$ cat src/rtl/lsc_pkg.sv
package lsc_pkg;

    typedef enum logic [0:0] {
        ST_RUN  = 1'b0,
        ST_HOLD = 1'b1
    } lsc_state_e;

    localparam int NUM_CORES = 2;

endpackage

$ cat src/rtl/lsc_fault_inj.sv
module lsc_fault_inj #(
    parameter int AW      = 32,
    parameter int DW      = 32,
    parameter int CORE_ID = 0
) (
    input  logic          fi_en,
    input  logic          fi_core,
    input  logic [AW-1:0] fi_addr_mask,
    input  logic [DW-1:0] fi_data_mask,
    input  logic [AW-1:0] d_addr_in,
    input  logic [DW-1:0] d_wdata_in,
    input  logic [AW-1:0] i_addr_in,
    output logic [AW-1:0] d_addr_out,
    output logic [DW-1:0] d_wdata_out,
    output logic [AW-1:0] i_addr_out
);
    localparam logic MY_SEL = (CORE_ID != 0);

    logic hit;

    always_comb begin
        hit         = fi_en && (fi_core == MY_SEL);
        d_addr_out  = hit ? (d_addr_in  ^ fi_addr_mask) : d_addr_in;
        i_addr_out  = hit ? (i_addr_in  ^ fi_addr_mask) : i_addr_in;
        d_wdata_out = hit ? (d_wdata_in ^ fi_data_mask) : d_wdata_in;
    end
endmodule

$ cat src/rtl/lsc_compare.sv
module lsc_compare #(
    parameter int AW  = 32,
    parameter int DW  = 32,
    parameter int BEW = DW / 8
) (
    input  logic           a_d_req,
    input  logic           a_d_we,
    input  logic [AW-1:0]  a_d_addr,
    input  logic [DW-1:0]  a_d_wdata,
    input  logic [BEW-1:0] a_d_be,
    input  logic           a_i_req,
    input  logic [AW-1:0]  a_i_addr,
    input  logic           b_d_req,
    input  logic           b_d_we,
    input  logic [AW-1:0]  b_d_addr,
    input  logic [DW-1:0]  b_d_wdata,
    input  logic [BEW-1:0] b_d_be,
    input  logic           b_i_req,
    input  logic [AW-1:0]  b_i_addr,
    output logic           miss
);
    logic d_active, i_active, d_diff, i_diff, wr_any;

    always_comb begin
        d_active = a_d_req | b_d_req;
        i_active = a_i_req | b_i_req;
        wr_any   = a_d_we | b_d_we;
        d_diff   = (a_d_req != b_d_req) || (a_d_we != b_d_we) ||
                   (a_d_addr != b_d_addr) || (a_d_be != b_d_be) ||
                   (wr_any && (a_d_wdata != b_d_wdata));
        i_diff   = (a_i_req != b_i_req) || (a_i_addr != b_i_addr);
        miss     = (d_active && d_diff) || (i_active && i_diff);
    end
endmodule

$ cat src/rtl/lsc_ctrl.sv
module lsc_ctrl
    import lsc_pkg::*;
#(
    parameter int CW = 8
) (
    input  logic          clk,
    input  logic          rst_n,
    input  logic          miss,
    input  logic          rst_ack,
    output logic          diverged,
    output logic          core_rst_req,
    output logic [CW-1:0] div_count
);
    localparam logic [CW-1:0] CNT_MAX = {CW{1'b1}};

    lsc_state_e state_q, state_d;

    always_ff @(posedge clk or negedge rst_n) begin
        if (!rst_n) state_q <= ST_RUN;
        else        state_q <= state_d;
    end

    always_comb begin
        state_d = state_q;
        unique case (state_q)
            ST_RUN:  if (miss)    state_d = ST_HOLD;
            ST_HOLD: if (rst_ack) state_d = ST_RUN;
            default: state_d = ST_RUN;
        endcase
    end

    always_comb begin
        diverged     = 1'b0;
        core_rst_req = 1'b0;
        unique case (state_q)
            ST_RUN:  ;
            ST_HOLD: begin
                diverged     = 1'b1;
                core_rst_req = 1'b1;
            end
            default: ;
        endcase
    end

    always_ff @(posedge clk or negedge rst_n) begin
        if (!rst_n)                          div_count <= '0;
        else if (miss && div_count != CNT_MAX) div_count <= div_count + 1'b1;
    end
endmodule

$ cat src/rtl/lockstep_cmp.sv
module lockstep_cmp
    import lsc_pkg::*;
#(
    parameter int AW  = 32,
    parameter int DW  = 32,
    parameter int CW  = 8,
    parameter int BEW = DW / 8
) (
    input  logic           clk,
    input  logic           rst_n,
    input  logic           c0_d_req,
    input  logic           c0_d_we,
    input  logic [AW-1:0]  c0_d_addr,
    input  logic [DW-1:0]  c0_d_wdata,
    input  logic [BEW-1:0] c0_d_be,
    input  logic           c0_i_req,
    input  logic [AW-1:0]  c0_i_addr,
    input  logic           c1_d_req,
    input  logic           c1_d_we,
    input  logic [AW-1:0]  c1_d_addr,
    input  logic [DW-1:0]  c1_d_wdata,
    input  logic [BEW-1:0] c1_d_be,
    input  logic           c1_i_req,
    input  logic [AW-1:0]  c1_i_addr,
    input  logic           fi_en,
    input  logic           fi_core,
    input  logic [AW-1:0]  fi_addr_mask,
    input  logic [DW-1:0]  fi_data_mask,
    input  logic           rst_ack,
    output logic           bus_d_req,
    output logic           bus_d_we,
    output logic [AW-1:0]  bus_d_addr,
    output logic [DW-1:0]  bus_d_wdata,
    output logic [BEW-1:0] bus_d_be,
    output logic           bus_i_req,
    output logic [AW-1:0]  bus_i_addr,
    output logic           diverged,
    output logic           core_rst_req,
    output logic [CW-1:0]  div_count
);
    logic [AW-1:0] d_addr_raw  [NUM_CORES];
    logic [DW-1:0] d_wdata_raw [NUM_CORES];
    logic [AW-1:0] i_addr_raw  [NUM_CORES];
    logic [AW-1:0] d_addr_f    [NUM_CORES];
    logic [DW-1:0] d_wdata_f   [NUM_CORES];
    logic [AW-1:0] i_addr_f    [NUM_CORES];
    logic          miss;

    always_comb begin
        d_addr_raw[0]  = c0_d_addr;
        d_addr_raw[1]  = c1_d_addr;
        d_wdata_raw[0] = c0_d_wdata;
        d_wdata_raw[1] = c1_d_wdata;
        i_addr_raw[0]  = c0_i_addr;
        i_addr_raw[1]  = c1_i_addr;
    end

    for (genvar g = 0; g < NUM_CORES; g++) begin : g_fi
        lsc_fault_inj #(.AW(AW), .DW(DW), .CORE_ID(g)) u_fi (
            .fi_en        (fi_en),
            .fi_core      (fi_core),
            .fi_addr_mask (fi_addr_mask),
            .fi_data_mask (fi_data_mask),
            .d_addr_in    (d_addr_raw[g]),
            .d_wdata_in   (d_wdata_raw[g]),
            .i_addr_in    (i_addr_raw[g]),
            .d_addr_out   (d_addr_f[g]),
            .d_wdata_out  (d_wdata_f[g]),
            .i_addr_out   (i_addr_f[g])
        );
    end

    lsc_compare #(.AW(AW), .DW(DW), .BEW(BEW)) u_cmp (
        .a_d_req   (c0_d_req),
        .a_d_we    (c0_d_we),
        .a_d_addr  (d_addr_f[0]),
        .a_d_wdata (d_wdata_f[0]),
        .a_d_be    (c0_d_be),
        .a_i_req   (c0_i_req),
        .a_i_addr  (i_addr_f[0]),
        .b_d_req   (c1_d_req),
        .b_d_we    (c1_d_we),
        .b_d_addr  (d_addr_f[1]),
        .b_d_wdata (d_wdata_f[1]),
        .b_d_be    (c1_d_be),
        .b_i_req   (c1_i_req),
        .b_i_addr  (i_addr_f[1]),
        .miss      (miss)
    );

    lsc_ctrl #(.CW(CW)) u_ctrl (
        .clk          (clk),
        .rst_n        (rst_n),
        .miss         (miss),
        .rst_ack      (rst_ack),
        .diverged     (diverged),
        .core_rst_req (core_rst_req),
        .div_count    (div_count)
    );

    always_comb begin
        bus_d_req   = c0_d_req;
        bus_d_we    = c0_d_we;
        bus_d_addr  = d_addr_f[0];
        bus_d_wdata = d_wdata_f[0];
        bus_d_be    = c0_d_be;
        bus_i_req   = c0_i_req;
        bus_i_addr  = i_addr_f[0];
    end
endmodule

$ cat config.mk
export PLATFORM = sky130hd
export DESIGN_NAME = lockstep_cmp
export DESIGN_NICKNAME = d
export VERILOG_FILES = /design/src/rtl/lsc_pkg.sv /design/src/rtl/lsc_fault_inj.sv /design/src/rtl/lsc_compare.sv /design/src/rtl/lsc_ctrl.sv /design/src/rtl/lockstep_cmp.sv
export SDC_FILE = /design/constraint.sdc
export NUM_CORES = 1
export LEC_CHECK = 0
export BUFFER_PORTS_ARGS = -buffer_cell sky130_fd_sc_hd__buf_4
export CELL_PAD_IN_SITES_DETAIL_PLACEMENT = 1
export CELL_PAD_IN_SITES_GLOBAL_PLACEMENT = 1
export CORE_AREA = 2 2 149 151
export CTS_BUF_LIST = sky130_fd_sc_hd__clkbuf_8
export DETAILED_ROUTE_END_ITERATION = 8
export DIE_AREA = 0 0 151 153
export PLACE_DENSITY = 0.91
export SYNTH_ARGS = -nofsm -noshare
export SYNTH_HDL_FRONTEND = slang
export SYNTH_SLANG_ARGS = --single-unit
$ cat constraint.sdc
create_clock -name clk -period 2.6 [get_ports clk]
set_input_delay 0.65 -clock clk [delete_from_list [all_inputs] [get_ports clk]]
set_output_delay 0.65 -clock clk [all_outputs]
set_load 0.01 [all_outputs]
# Yosys cells after proc, flatten, opt, wreduce, memory -nomap -nowiden
# Index checks and enable logic that the tools add are counted.
[totals] word_cells=44 inputBits=275 ff_bits=9 out_inout_bits=113
[classes] muxes=10 n_addsub=1 n_reduce_logical=12 n_eq_ne=8 bitwise=11
[ops] op="$mux 32" n=6
[ops] op="$xor 32x32->32" n=6
[ops] op="$ne 32x32->1" n=3
[ops] op="$add 8x1->8 const B" n=1
[ops] op="$ne 8x8->1 const B" n=1
[ops] op="$logic_and 1x1->1" n=6
[ops] op="$logic_or 1x1->1" n=6
[ops] op="$ne 4x4->1" n=1
[ops] op="$mux 1" n=3
[ops] op="$ne 1x1->1" n=3
[ops] op="$or 1x1->1" n=3
[ops] op="$not 1->1" n=2
[ops] op="$pmux 1 s2" n=1

# Longest topological paths before layout
# Gate-level depths: netlist of the first run.
[depth] ltp_word=11 depth_mapped=13 ltp_nobuf=10

# Hierarchy
# A second synthesis of the first run with hierarchy kept.
[unflattened] cells_unflattened=543 area_unflattened_um2=4829.6
[modules_own_cells] mod="lsc_fault_inj (g_fi[1].u_fi)" area_per_inst_um2=1716.6 seq_area_each_um2=0.0 instances=1 cells_each=174
[modules_own_cells] mod="lsc_fault_inj (g_fi[0].u_fi)" area_per_inst_um2=1415.1 seq_area_each_um2=0.0 instances=1 cells_each=173
[modules_own_cells] mod="lsc_compare" area_per_inst_um2=1168.6 seq_area_each_um2=0.0 instances=1 cells_each=147
[modules_own_cells] mod="lsc_ctrl" area_per_inst_um2=476.7 seq_area_each_um2=225.2 instances=1 cells_each=42
[modules_own_cells] mod="lockstep_cmp" area_per_inst_um2=52.6 seq_area_each_um2=0.0 instances=1 cells_each=7

# Worst setup path before layout of the first run
# Ideal clock, no wire load.
[synth_timing] path_kind="input-to-reg" startpoint="input port fi_en" endpoint="register u_ctrl.div_count[1]" setup_time_ns=0.125 n_path_buf=3 path_stages=11 slack_ns=-0.229 arrival_ns=2.704 required_time_ns=2.475 path_cell_list="buf_4 buf_6 buf_2 and3_1 a21oi_1 o211ai_1 a2111oi_2 nand4_1 o31ai_4 a21oi_2 mux2_4"
[synth_via] elab_chain_cells=9 elab_cells_between_ends=20 classes_between="3 x eq/ne; 6 x mux; 11 x reduce/logical"
[synth_rtl] item="from (decl)" line="lockstep_cmp.sv:25" text="input logic fi_en,"
[synth_rtl] item="$logic_and 1x1->1" line="lsc_fault_inj.sv:22" text="hit = fi_en && (fi_core == MY_SEL);"
[synth_rtl] item="$mux 32" line="lsc_fault_inj.sv:23" text="d_addr_out = hit ? (d_addr_in ^ fi_addr_mask) : d_addr_in;"
[synth_rtl] item="$ne 32x32->1" line="lsc_compare.sv:29" text="(a_d_addr != b_d_addr) || (a_d_be != b_d_be) ||"
[synth_rtl] item="$logic_or 1x1->1" line="lsc_compare.sv:28" text="d_diff = (a_d_req != b_d_req) || (a_d_we != b_d_we) ||"
[synth_rtl] item="$logic_or 1x1->1 (2 in a row)" line="lsc_compare.sv:29"
[synth_rtl] item="$logic_and 1x1->1" line="lsc_compare.sv:32" text="miss = (d_active && d_diff) || (i_active && i_diff);"
[synth_rtl] item="$logic_or 1x1->1 *" line="lsc_compare.sv:32"
[synth_rtl] item="$logic_and 1x1->1 *" line="lsc_ctrl.sv:47" text="else if (miss && div_count != CNT_MAX) div_count <= div_count + 1'b1;"
[synth_rtl] item="to (signal assigned)" line="lsc_ctrl.sv:47"
[synth_rtl] item="to (decl)" line="lsc_ctrl.sv:12" text="output logic [CW-1:0] div_count"
# Every way passes the cells marked *; elsewhere a longest branch is shown, timed or not.
# A chain may end at the register's enable or synchronous reset.

# Final worst setup path of the first run
[layout_timing] startpoint="input port fi_en" endpoint="register u_ctrl.div_count[5]"
# Same word-level chain as after synthesis.

==> metrics.txt, run 1 <==
status=finished, violations left; failing checks=negative setup slack; FF+latch count, synth=9; CTS tree=done; Pleak=6.27 nW; clock root cell=clkbuf_8; syn_nets=1102; fin nets=1709; Synth Cell Area=5820 µm²; die height=153 µm; total power=3.65 mW; Post-route DRC=0; Synth cell types=71; row cnt=54; die area=23100 µm²; top cell types by occurrence after synthesis=xnor2_1, nand2_1, nand3_1; Starting Density=27.1%; vias in the first global route=10.7k; Cells after Synth=823; Setup WS pre-CTS=-0.898 ns; power density cells=276 nW/µm²; Clock Latency Late Sink=0.25 ns; Tcrit/Tclk final=128%; Final ANT Viol Nets=0; final setup violation count=101; critical path class=input port to register; Fmax achieved=299 MHz; unrepaired setup endpoints after global routing=yes; Die Span X=151 µm; initial antenna violation count=4; clock slew at reported path FFs=0.05 ns; gpl congestion=0.928; Max Cap Violations=0; top-area cell type share of the netlist area=25.9%; number of synthesized flops with an enable pin=0; DR WL/cell=30.7 µm; crit path time final=3.34 ns; Final Max Slew Viols=0; setup TNS=-22.27 ns; YS warnings=0; CP max stage cell=o22ai_1; CP max FO=8; Layout Utilization=61.5%; top-level I/O count=388; pin count of the biggest net entering global routing=17; largest area contributor in the netlist=xnor2_1; Worst slew margin=35.3%; via count=10.5k; CTS Sinks=9; 1st-pass router iterations=6; Core ar.=21500 µm²; CTS H-Tree Depth=1; Async SR Flop Fraction=100%; CP endpoint kind=register; total CTS buffers=3; DR vias/cell=6.12; Seq/Total Area, Yosys=3.87%; Tightest Pin Transition=0.971 ns; number of port buffers=387; Setup WS post-layout=-0.740 ns; most common flop cell mapped by yosys=dfrtp_1; total grt overflow=0; crit path launch type=input port; total global-route track usage=35.7%; Area contributors post-synth=xnor2_1, nand2_1, xnor3_1, nand4b_1, nand3_1; first-pass GRT wire length=62.6 mm; CP max stage delay=0.75 ns; Avg Cell Area, Syn=7.07 µm²; Hold Worst Slack=0.219 ns; WL final=52.6 mm; final hold viol count=0; data arrival time of the critical path=3.48 ns; Req. time, crit path=2.74 ns; area grow syn2layout=127%; layout cell share with drive strength beyond 1=59.7%; most numerous cell in the Yosys netlist=xnor2_1; worst-path cell chain=buf_16 > buf_12 > clkbuf_16 > buf_4 > o21ai_0 > nand2_1 > o22ai_1 > o2111ai_4 > o31ai_4 > buf_4 > buf_6 > a211oi_4 > xor2_1; CTS Buffer Depth=2; Post-DP HPWL=31.1 mm; Top cell by count, worst path=buf_4; VDD IR max=165 µV; worst hold path class=input port to asynchronous set/reset pin; initial DRC count=923; Worst Skew=0.00318 ns
-- layer usage --
layer	vias to the layer above	GRT usage [%]	share of wire [%]	wire [µm]
li1	4195	-	-	-
met1	4944	37.1	31	16400
met2	891	62.0	47	24700
met3	450	7.82	11	5570
met4	2	27.1	11	5920
met5	-	0	0.021	11
-- worst paths after layout --
kind,startpoint,end,slack (ns),cells past startpoint
max in group asynchronous,rst_n,u_ctrl.div_count[7]$_DFFE_PN0P_,2.23,1
max,fi_en,u_ctrl.div_count[5]$_DFFE_PN0P_,-0.74,13
min reg2reg,u_ctrl.div_count[0]$_DFFE_PN0P_,u_ctrl.div_count[0]$_DFFE_PN0P_,0.56,1
max reg2reg,u_ctrl.div_count[0]$_DFFE_PN0P_,u_ctrl.div_count[5]$_DFFE_PN0P_,0.15,6
min in group clk,u_ctrl.div_count[0]$_DFFE_PN0P_,u_ctrl.div_count[0]$_DFFE_PN0P_,0.56,1
min,rst_n,u_ctrl.state_q$_DFF_PN0_,0.22,1
-- worst max-delay path: cells and delay by family --
family / cells / cell delay (ns)
compound gates: 5 / 1.55
simple gates: 1 / 0.12
xor+xnor: 1 / 0.26
buf+inv: 6 / 0.87
-- registers in the layout (all words and copies together) (netlist names) --
| register | cells |
|---|---|
| u_ctrl.div_count | 8 |
| u_ctrl.state_q | 1 |
-- where the power goes --
part / switching [mW] / total (mW) / internal (mW)
registers: 0.117 / 0.324 / 0.207
logic: 1.59 / 3.15 / 1.56
clock network: 0.0717 / 0.176 / 0.104
total: 1.78 / 3.65 / 1.87
-- stage by stage --
| stage | std cells | area (µm²) |
|---|---|---|
| floorplan | 823 | 5860 |
| global placement | 1659 | 10500 |
| detailed placement | 1659 | 10500 |
| CTS | 1699 | 11700 |
| global route | 1712 | 13200 |
| finish | 1713 | 13200 |
-- cells by family (layout without fill, tap and decap cells) --
family	Yosys count	count (layout)	synth area share, %
buf+inv	69	675	6.02
simple gates	349	349	32.9
other cells	0	4	0
mux	6	6	1.16
flops	9	9	3.87
compound gates	165	165	18.1
xor+xnor	221	221	37.1
fa+ha+maj	4	4	0.861
-- layout by cell type (no fill, tap or decap), drive strengths merged, types with 4 or more instances in the layout --
cell type,count
diode,4
ha,4
a31oi,23
nand4,10
o2111ai,5
nor3b,5
and3b,4
o22ai,5
nor4b,5
or3,13
nand3,61
a2111oi,6
nor4,9
clkbuf,6
a21oi,47
a211oi,4
and3,8
xnor3,16
nand2,119
xor2,33
nand3b,17
nand4b,35
buf,639
nor2,29
inv,28
nor2b,20
o21ai,45
dfrtp,9
nor3,4
xnor2,172
-- timing repair --
action	4_1_cts	5_1_grt
buffers inserted	26	11
pin swaps	40	68
cloned	10	3
hold buffers	0	0
setup endpoints to repair	101	102
resized for setup	146	217
-- final cells by class --
class / instances / area, µm²
Antenna cell: 4 / 10.0
Clock buffer: 3 / 41.3
Clock inverter: 1 / 3.75
Fill cell: 2457 / 8280
Inverter: 27 / 101
Multi-Input combinational cell: 745 / 7030
Sequential cell: 9 / 225
Tap cell: 280 / 350
Timing Repair Buffer: 644 / 5440
No activity file was read; power rests on OpenSTA's default activity.
==> run 2: changes to the inputs <==
--- a/config.mk
+++ b/config.mk
@@ -12,6 +12,7 @@
 export CTS_BUF_LIST = sky130_fd_sc_hd__clkbuf_8
 export DETAILED_ROUTE_END_ITERATION = 8
 export DIE_AREA = 0 0 151 153
+export MAX_ROUTING_LAYER = met4
 export PLACE_DENSITY = 0.91
 export SYNTH_ARGS = -nofsm -noshare
 export SYNTH_HDL_FRONTEND = slang
==> metrics.txt, run 2 (synthesis gave the netlist of run 1 again) <==
status=finished, violations left; failing checks=negative setup slack; fin nets=1702 (-0.41%); clock slew at reported path FFs=0.06 ns (about the same); Worst slew margin=40.6% (+5.3 points); commonest non-fill, non-tap cells in the layout=buf_4, xnor2_2, xnor2_1; Post-route DRC=0 (unchanged); Sw Ratio=49.2% (+0.47 points); number of flip-flops in the largest register=8 (unchanged); unrepaired setup endpoints after global routing=yes; Regs by FF count=u_ctrl.div_count x8, u_ctrl.state_q x1; Post-DP HPWL=31.3 mm (+0.51%); crit path time final=3.19 ns (-0.147 ns); CTS Buffer Depth=2 (unchanged); logic gate share of total power=86.2% (about the same); layout cell share with drive strength beyond 1=60.0% (+0.29 points); via count=10.6k (+1.0%); initial DRC count=1112 (+20%); Clk pwr share=4.9% (about the same); RR Startpoint=u_ctrl.div_count[0]$_DFFE_PN0P_; Clock Latency Late Sink=0.25 ns (about the same); Starting Density=27.1% (unchanged); total grt overflow=0 (unchanged); die height=153 µm (unchanged); Core ar.=21500 µm² (unchanged); Tcrit/Tclk final=123% (-5.6 points); Req. time, crit path=2.75 ns (about the same); Psw=1.82 mW (+2.0%); power density cells=279 nW/µm² (+0.82%); gpl congestion=0.945 (+1.8%); critical path class=input port to register; die area=23100 µm² (unchanged); row cnt=54 (unchanged); Final Max Slew Viols=0 (unchanged); CTS H-Tree Depth=1 (unchanged); Die Span X=151 µm (unchanged); 1st-pass router iterations=9 (+3); VDD IR max=164 µV (-0.45%); clock root cell=clkbuf_8; CTS Sinks=9 (unchanged); total global-route track usage=39.1% (+3.4 points); Tightest Pin Transition=0.891 ns (-0.0795 ns); DR WL/cell=31.4 µm (+2.1%); WL final=53.6 mm (+1.8%); top-level I/O count=388 (unchanged); worst setup path startpoint=fi_core; Worst Skew=0.00913 ns (+0.00596 ns); register share of total power=9.0% (about the same); filler instances=2455 (-0.081%); total power=3.69 mW (+1.1%); Hold Worst Slack=0.216 ns (-0.00330 ns); Setup WS post-layout=-0.593 ns (+0.147 ns); initial antenna violation count=6 (+2); Top reg by flops=u_ctrl.div_count; DR vias/cell=6.20 (+1.3%); data arrival time of the critical path=3.35 ns (-0.13 ns); final hold viol count=0 (unchanged); total CTS buffers=3 (unchanged); Max Cap Violations=0 (unchanged); final setup violation count=103 (+2.0%); most common cell after layout, fill and taps aside=buf_4; CP max FO=14 (+6); Pleak=6.26 nW (-0.13%); Fmax achieved=313 MHz (+4.6%); Power Internal=1.87 mW (+0.15%); pin count of the biggest net entering global routing=33 (+16); CTS tree=done; area grow syn2layout=128%; first-pass GRT wire length=66.0 mm (+5.4%); vias in the first global route=11.1k (+4.0%); crit path launch type=input port; worst hold path class=input port to asynchronous set/reset pin; Final ANT Viol Nets=0 (unchanged); number of port buffers=387 (unchanged); CP endpoint kind=register
-- run 2: changes by cell type in the layout (fill, tap and decap cells not counted), moves of 3 or more --
cell | previous run | this run
xnor2_2 | 75 | 80
xnor2_1 | 81 | 76
a21oi_1 | 38 | 41
nand2_4 | 32 | 29
a21oi_2 | 8 | 5
buf_6 | 35 | 30
nand2_8 | 28 | 31
buf_4 | 577 | 574
-- run 2: final timing paths --
check | cells past startpoint | slack [ns] | endpoint
hold / removal | 1 | 0.22 | u_ctrl.div_count[4]$_DFFE_PN0P_
setup reg to reg | 6 | 0.33 | u_ctrl.div_count[7]$_DFFE_PN0P_
hold reg to reg | 1 | 0.54 | u_ctrl.div_count[0]$_DFFE_PN0P_
min in group clk | 1 | 0.54 | u_ctrl.div_count[0]$_DFFE_PN0P_
setup / recovery | 12 | -0.59 | u_ctrl.div_count[4]$_DFFE_PN0P_
max in group asynchronous | 1 | 2.23 | u_ctrl.div_count[3]$_DFFE_PN0P_
-- run 2: what timing repair did --
action / 4_1_cts / 5_1_grt
resized for setup: 189 / 184
pin swaps: 36 / 92
cloned: 9 / 2
hold endpoints to repair: 0 / 0
setup endpoints to repair: 101 / 103
hold buffers: 0 / 0
buffers inserted: 17 / 14
-- run 2: per-stage QoR --
step	cell area (µm²)	setup TNS [ns]	worst slack, ns	util (%)	std cells
2_1_floorplan	5860	-0.873	-0.218	-	823
3_3_place_gp	10500	-26.64	-0.633	48.8	1659
3_5_place_dp	10500	-30.92	-0.824	48.8	1659
4_1_cts	12000	-12.20	-0.360	55.7	1689
5_1_grt	13200	-31.46	-0.593	61.6	1708
6_report	13200	-29.51	-0.593	61.6	1708
-- run 2: final cells by class --
class / count / area [µm²] / area share (%)
multi-input cells: 745 / 7130 / 53.9
repair buffers: 637 / 5370 / 40.6
well taps: 280 / 350 / 2.65
flip-flops and latches: 9 / 225 / 1.70
inverters: 27 / 101 / 0.765
clock buffers: 3 / 41.3 / 0.312
diodes: 6 / 15.0 / 0.113
clock inverters: 1 / 3.75 / 0.0283
-- run 2: critical path: stages --
cell	delay (ns)
buf_12	0.12
buf_12	0.15
buf_4	0.16
nand4b_1	0.52
nand2_1	0.23
o21ai_0	0.17
o21ai_0	0.17
nor3_2	0.13
a41o_4	0.35
buf_6	0.15
a211oi_4	0.29
xor2_1	0.24
-- run 2: layer usage --
metal  global-route usage, %  wire length [µm]
met1                    38.4             16400
met2                    65.8             25000
met3                    9.43              6290
met4                    29.8              5860
met5                       -                 0
-- run 2: power by group through the flow --
stage | Combinational (mW) | Sequential (mW) | Clock (mW)
after floorplan | 0.967 | 0.306 | 0
after global placement | 2.22 | 0.298 | 0
after detailed placement | 2.34 | 0.309 | 0
after CTS | 2.63 | 0.311 | 0.166
after global routing | 3.27 | 0.329 | 0.182
final | 3.18 | 0.331 | 0.179
